**src/rtl/mo_exec_pkg.sv**
```systemverilog
package mo_exec_pkg;

    localparam logic [3:0] OPC_HALT = 4'd0;
    localparam logic [3:0] OPC_MOVE = 4'd1;
    localparam logic [3:0] OPC_ADD  = 4'd2;
    localparam logic [3:0] OPC_SUB  = 4'd3;
    localparam logic [3:0] OPC_JUMP = 4'd4;
    localparam logic [3:0] OPC_JZ   = 4'd5;
    localparam logic [3:0] OPC_JNZ  = 4'd6;
    localparam logic [3:0] OPC_CEQ  = 4'd7;
    localparam logic [3:0] OPC_CLT  = 4'd8;
    localparam logic [3:0] OPC_DJMP = 4'd9;
    localparam logic [3:0] OPC_FORK = 4'd10;

    typedef enum logic [2:0] {
        CMD_IDLE   = 3'd0,
        CMD_NEXT   = 3'd1,
        CMD_BRANCH = 3'd2,
        CMD_SKIP   = 3'd3,
        CMD_SPAWN  = 3'd4,
        CMD_HALT   = 3'd5
    } sched_cmd_e;

    typedef struct packed {
        logic halt;
        logic move;
        logic add;
        logic sub;
        logic jump;
        logic jz;
        logic jnz;
        logic ceq;
        logic clt;
        logic djmp;
        logic fork_op;
    } op_class_t;

endpackage

```
**src/rtl/mo_exec_decode.sv**
```systemverilog
module mo_exec_decode
    import mo_exec_pkg::*;
(
    input  logic [3:0] opcode,
    output op_class_t  cls
);

    always_comb begin
        cls = '0;
        case (opcode)
            OPC_MOVE: cls.move    = 1'b1;
            OPC_ADD:  cls.add     = 1'b1;
            OPC_SUB:  cls.sub     = 1'b1;
            OPC_JUMP: cls.jump    = 1'b1;
            OPC_JZ:   cls.jz      = 1'b1;
            OPC_JNZ:  cls.jnz     = 1'b1;
            OPC_CEQ:  cls.ceq     = 1'b1;
            OPC_CLT:  cls.clt     = 1'b1;
            OPC_DJMP: cls.djmp    = 1'b1;
            OPC_FORK: cls.fork_op = 1'b1;
            default:  cls.halt    = 1'b1;
        endcase
    end

endmodule

```
**src/rtl/mo_exec_lane.sv**
```systemverilog
module mo_exec_lane #(
    parameter int CORE = 8000,
    localparam int FW = $clog2(CORE)
) (
    input  logic [FW-1:0] x,
    input  logic [FW-1:0] y,
    input  logic          sub,
    output logic [FW-1:0] r
);

    localparam logic [FW:0] CV = (FW+1)'(CORE);

    logic [FW:0] sum;

    always_comb begin
        sum = {1'b0, x} + {1'b0, y};
        if (sub) begin
            if (x >= y) r = x - y;
            else        r = FW'({1'b0, x} + CV - {1'b0, y});
        end else begin
            if (sum >= CV) r = FW'(sum - CV);
            else           r = sum[FW-1:0];
        end
    end

endmodule

```
**src/rtl/mo_exec_unit.sv**
```systemverilog
module mo_exec_unit
    import mo_exec_pkg::*;
#(
    parameter int CORE = 8000,
    localparam int FW = $clog2(CORE),
    localparam int WW = 8 + 2 * FW
) (
    input  logic          clk,
    input  logic          rst_n,
    input  logic          in_valid,
    input  logic [FW-1:0] pc,
    input  logic [WW-1:0] instr,
    input  logic          a_imm,
    input  logic [FW-1:0] a_ptr,
    input  logic [WW-1:0] a_word,
    input  logic          b_imm,
    input  logic [FW-1:0] b_ptr,
    input  logic [WW-1:0] b_word,
    output logic          out_valid,
    output logic [2:0]    cmd,
    output logic [FW-1:0] next_pc,
    output logic [FW-1:0] spawn_pc,
    output logic          wr_en,
    output logic [FW-1:0] wr_addr,
    output logic [WW-1:0] wr_data
);

    localparam int NLANE = 4;  // A-field, B-field, PC+1, PC+2

    typedef struct packed {
        logic          vld;
        sched_cmd_e    cmd;
        logic [FW-1:0] npc;
        logic [FW-1:0] spc;
        logic          we;
        logic [FW-1:0] wa;
        logic [WW-1:0] wd;
    } res_t;

    res_t res_d, res_q;
    op_class_t cls;

    logic [WW-1:0] tgt_w;
    logic [FW-1:0] tgt_a;
    logic [FW-1:0] ins_af, src_val;
    logic [FW-1:0] lx [NLANE];
    logic [FW-1:0] ly [NLANE];
    logic [FW-1:0] lr [NLANE];
    logic          ls [NLANE];
    logic          cmp_eq, cmp_lt;

    mo_exec_decode u_dec (
        .opcode (instr[WW-1 -: 4]),
        .cls    (cls)
    );

    always_comb begin
        tgt_w   = b_imm ? instr : b_word;
        tgt_a   = b_imm ? pc : b_ptr;
        ins_af  = instr[2*FW-1:FW];
        src_val = a_imm ? ins_af : a_word[FW-1:0];

        lx[0] = tgt_w[2*FW-1:FW];
        ly[0] = a_word[2*FW-1:FW];
        ls[0] = cls.sub;
        lx[1] = tgt_w[FW-1:0];
        ly[1] = cls.djmp ? FW'(1) : src_val;
        ls[1] = cls.sub | cls.djmp;
        lx[2] = pc;
        ly[2] = FW'(1);
        ls[2] = 1'b0;
        lx[3] = pc;
        ly[3] = FW'(2);
        ls[3] = 1'b0;

        cmp_eq = a_imm ? (ins_af == tgt_w[FW-1:0]) : (a_word == tgt_w);
        cmp_lt = src_val < tgt_w[FW-1:0];
    end

    for (genvar g = 0; g < NLANE; g++) begin : g_lane
        mo_exec_lane #(.CORE(CORE)) u_lane (
            .x   (lx[g]),
            .y   (ly[g]),
            .sub (ls[g]),
            .r   (lr[g])
        );
    end

    always_comb begin
        res_d     = '0;
        res_d.vld = in_valid;
        if (in_valid) begin
            res_d.cmd = CMD_NEXT;
            res_d.npc = lr[2];
            if (cls.halt) begin
                res_d.cmd = CMD_HALT;
                res_d.npc = '0;
            end else if (cls.move) begin
                res_d.we = 1'b1;
                res_d.wa = tgt_a;
                res_d.wd = a_imm ? {tgt_w[WW-1:FW], ins_af} : a_word;
            end else if (cls.add || cls.sub) begin
                res_d.we = 1'b1;
                res_d.wa = tgt_a;
                res_d.wd = a_imm ? {tgt_w[WW-1:FW], lr[1]}
                                 : {tgt_w[WW-1:2*FW], lr[0], lr[1]};
            end else if (cls.jump) begin
                res_d.cmd = CMD_BRANCH;
                res_d.npc = a_ptr;
            end else if (cls.jz || cls.jnz) begin
                if ((tgt_w[FW-1:0] == '0) == cls.jz) begin
                    res_d.cmd = CMD_BRANCH;
                    res_d.npc = a_ptr;
                end
            end else if (cls.ceq || cls.clt) begin
                if (cls.ceq ? cmp_eq : cmp_lt) begin
                    res_d.cmd = CMD_SKIP;
                    res_d.npc = lr[3];
                end
            end else if (cls.djmp) begin
                res_d.we = 1'b1;
                res_d.wa = tgt_a;
                res_d.wd = {tgt_w[WW-1:FW], lr[1]};
                if (lr[1] != '0) begin
                    res_d.cmd = CMD_BRANCH;
                    res_d.npc = a_ptr;
                end
            end else begin
                res_d.cmd = CMD_SPAWN;
                res_d.spc = a_ptr;
            end
        end
    end

    always_ff @(posedge clk) begin
        if (!rst_n) res_q <= '0;
        else        res_q <= res_d;
    end

    assign out_valid = res_q.vld;
    assign cmd       = res_q.cmd;
    assign next_pc   = res_q.npc;
    assign spawn_pc  = res_q.spc;
    assign wr_en     = res_q.we;
    assign wr_addr   = res_q.wa;
    assign wr_data   = res_q.wd;

endmodule

```
**config.mk**
```make
export PLATFORM = sky130hd
export DESIGN_NAME = mo_exec_unit
export DESIGN_NICKNAME = d
export VERILOG_FILES = /design/src/rtl/mo_exec_pkg.sv /design/src/rtl/mo_exec_decode.sv /design/src/rtl/mo_exec_lane.sv /design/src/rtl/mo_exec_unit.sv
export SDC_FILE = /design/constraint.sdc
export NUM_CORES = 1
export LEC_CHECK = 0
export BUFFER_PORTS_ARGS = -buffer_cell sky130_fd_sc_hd__buf_2
export CORE_MARGIN = 2
export CORE_UTILIZATION = 62
export DETAILED_ROUTE_END_ITERATION = 8
export PLACE_DENSITY_LB_ADDON = 0.15
export SLEW_MARGIN = 10
export SYNTH_ARGS = -nofsm -noshare
export SYNTH_HDL_FRONTEND = slang
export SYNTH_SLANG_ARGS = --single-unit
```
**constraint.sdc**
```tcl
create_clock -name clk -period 9.9 [get_ports clk]
set_input_delay 0.99 -clock clk [delete_from_list [all_inputs] [get_ports clk]]
set_output_delay 0.99 -clock clk [all_outputs]
set_load 0.05 [all_outputs]
```
==> results.json <==
{
  "crit_required_ns": 10.13,
  "wl_per_cell_um": 20.5,
  "io_pins": 224,
  "leakage_nw": 5.60,
  "total_power_mw": 1.50,
  "syn-cell-area_um2": 10500,
  "cpPeakStageDelay_ns": 0.70,
  "yosys.area_share.simple_pct": 20.7,
  "final.setup.tns_ns": 0,
  "vias": 11500,
  "synth.distinct_cells": 88,
  "cts.clk_slew.worst_paths_ns": 0.07,
  "cts_hold_buffers": 0,
  "yosys-top-cells-area": "dfxtp_1 (15%), ha_1 (13%), xnor2_1 (5.8%), a21oi_1 (4.5%), mux2i_1 (4.4%)",
  "grt_max_degree": 47,
  "crit_buf_inv": 2,
  "drtIter0Drc": 1394,
  "viasPerCell": 6.40,
  "root_buffer": "clkbuf_16",
  "grt_overflow": 0,
  "slew_viol_final": 0,
  "drive_above_1_share_pct": 19.0,
  "worst_pin_slew_ns": 1.06,
  "path_class": "primary input to flop",
  "grt_pass1_vias": 10700,
  "worstHoldStart": "b_ptr[3]",
  "synth_compound_area_share_pct": 24.9,
  "power.density_nw_per_um2": 125,
  "avgSynthCellArea_um2": 7.53,
  "synth_top_family_by_area": "compound AO/OA/AOI/OAI gates",
  "run_status": "complete, no violations",
  "clockBufferDepth": 2,
  "crit_family": "compound AO/OA/AOI/OAI gates",
  "yosysSeqAreaShare_pct": 14.9,
  "grt_pass1_wl_um": 56500,
  "netlist_top_cells_count": "nor2_1 (120), inv_1 (119), nand2_1 (113)",
  "fin_cells": 1799,
  "port_buffers": 223,
  "synth_edf_count": 0,
  "worstSetupStartpoint": "b_imm",
  "netlist.area_leader.share_pct": 14.9,
  "cp.arrival_ns": 7.99,
  "antenna_found_initial": 9,
  "die_h_um": 134,
  "std_cell_rows": 47,
  "numCtsBuffers": 9,
  "synth_mux_area_share_pct": 6.98,
  "synthAdderAreaFrac_pct": 16.2,
  "fmax_mhz": 129,
  "drv_cap": 0,
  "die_w_um": 134,
  "htree_levels": 3,
  "crit_chain": "buf_2, mux2i_1, inv_1, fa_1, nor2b_1, o311ai_1, nand2_1, xnor2_1, ha_1, nand2b_1, nor4b_1, mux2i_1, o41ai_4, o21ai_2, o41ai_4, xnor2_1, or4_4, a21o_2, o21ai_1, a21boi_0, o41a_1",
  "core_um2": 16500,
  "place.gp.congestion": 1.02,
  "die_area_um2": 17900,
  "synth_fp_nets": 1660,
  "dpl.hpwl_um": 29300,
  "drc": 0,
  "drtPass1Iterations": 6,
  "cts_sinks": 78,
  "area_growth_pct": 14.7,
  "wl_um": 36900,
  "hp-class": "primary input to flop",
  "min_period_ns": 7.76,
  "netlist_instances": 1389,
  "period_share_pct": 78.4,
  "path_max_fanout": 27,
  "initial_core_util_pct": 63.3,
  "ys.flop_type": "dfxtp_1",
  "cts_tree": "yes",
  "setup_viol": 0,
  "synth_most_common_cell": "nor2_1",
  "placedCellCount": 1775,
  "yosysWarnings": 0,
  "rsz0062_at_grt": "no",
  "ctsResizeCount": 0,
  "holdWs_ns": 0.868,
  "ant_nets": 0,
  "synth_seq_cells": 78,
  "final_net_count": 1837,
  "synth-xor-area-share_pct": 9.37,
  "crit_path_end_kind": "flop",
  "slowest_stage": "mux2i_1",
  "fillCellCount": 1416,
  "ir_drop_uv": 101,
  "synth-async-reset-ratio_pct": 0,
  "grt_usage_pct": 40.0,
  "yosys.area.top_type": "dfxtp_1",
  "relSlewSlack_pct": 27.5,
  "cp-start-kind": "primary input",
  "finalHoldViolCount": 0,
  "postCtsSetupBuffers": 0
}
[tightest hold or removal path, cell delays in order]
cell and delay [ns]:
buf_2 0.07, mux2i_1 0.05, nor2_1 0.07
[metal layers]
layer  vias up  wire length (um)  GRT usage, %
met2       724             16400          63.3
met3       135              4200          9.83
met5         -                57          2.22
li1       5319                 -             -
met1      5340             14300          51.0
met4         2              1920          19.4
[cell usage in the layout, fill, tap and decap left out, types with 10 or more instances in the layout]
| cell | Yosys | layout |
|---|---|---|
| inv_1 | 119 | 119 |
| fa_1 | 18 | 18 |
| dfxtp_1 | 78 | 78 |
| buf_4 | 1 | 12 |
| nor4_1 | 13 | 13 |
| nand3_1 | 31 | 30 |
| xnor2_1 | 69 | 69 |
| and2_1 | 17 | 17 |
| xor2_1 | 43 | 43 |
| mux2i_1 | 46 | 46 |
| o21bai_1 | 11 | 11 |
| nor2_1 | 120 | 120 |
| nand2b_1 | 20 | 20 |
| a221oi_1 | 14 | 14 |
| buf_2 | 5 | 223 |
| ha_1 | 107 | 107 |
| a22oi_1 | 10 | 10 |
| a21o_1 | 17 | 17 |
| mux2_2 | 22 | 22 |
| nor3_1 | 41 | 40 |
| a31oi_1 | 14 | 14 |
| nand2_1 | 113 | 113 |
| nor2b_1 | 15 | 15 |
| a21oi_1 | 94 | 93 |
| a211oi_1 | 15 | 15 |
| o21a_1 | 18 | 18 |
| nand4_1 | 16 | 16 |
| o31ai_1 | 13 | 13 |
| o211ai_1 | 17 | 17 |
| o21ai_0 | 73 | 73 |
[layout make-up]
type                       count  area [um^2]  share of cell area [%]
multi-input combinational   1123         8190                    68.3
sequential                    78         1560                    13.0
timing repair buffer         235         1210                    10.1
inverter                     119          447                    3.72
tap                          220          275                    2.29
clock buffer                  10          229                    1.91
clock inverter                 6         71.3                   0.594
antenna                        8         20.0                   0.167
[state kept, by name, summed over array words and instances (netlist names)]
signal / cells
cmd: 3
out_valid: 1
next_pc: 13
wr_data: 34
wr_en: 1
wr_addr: 13
spawn_pc: 13
[path summary, 6_finish.rpt]
path	slack, ns	end	cells past startpoint
worst max-delay path	2.14	next_pc[11]	21
worst min-delay path	0.87	wr_addr[3]	3
[per-stage QoR]
step           setup WS (ns)  instance area, um^2  util [%]
3_5_place_dp            2.08                11700      70.7
5_1_grt                 1.70                12000      72.6
6_report                2.14                12000      72.6
3_3_place_gp            2.26                11700      70.7
2_1_floorplan           3.21                10500         -
4_1_cts                 2.35                12000      72.5
[cells by family (layout without fill, tap and decap cells)]
family	Yosys count	after routing
DFF	78	78
buffers and inverters	188	370
other	0	8
adders and majority gates	125	125
and+or+nand+nor	439	439
xor gates and xnor gates	112	112
muxes	69	69
AOI/OAI and AO/OA	378	378
[power by group]
group | leakage [nW] | internal, mW | switching (mW)
Sequential | 0.632 | 0.323 | 0.00237
Combinational | 4.83 | 0.304 | 0.514
Clock | 0.145 | 0.198 | 0.162
Note: power is estimated with default switching activity, not from simulation.
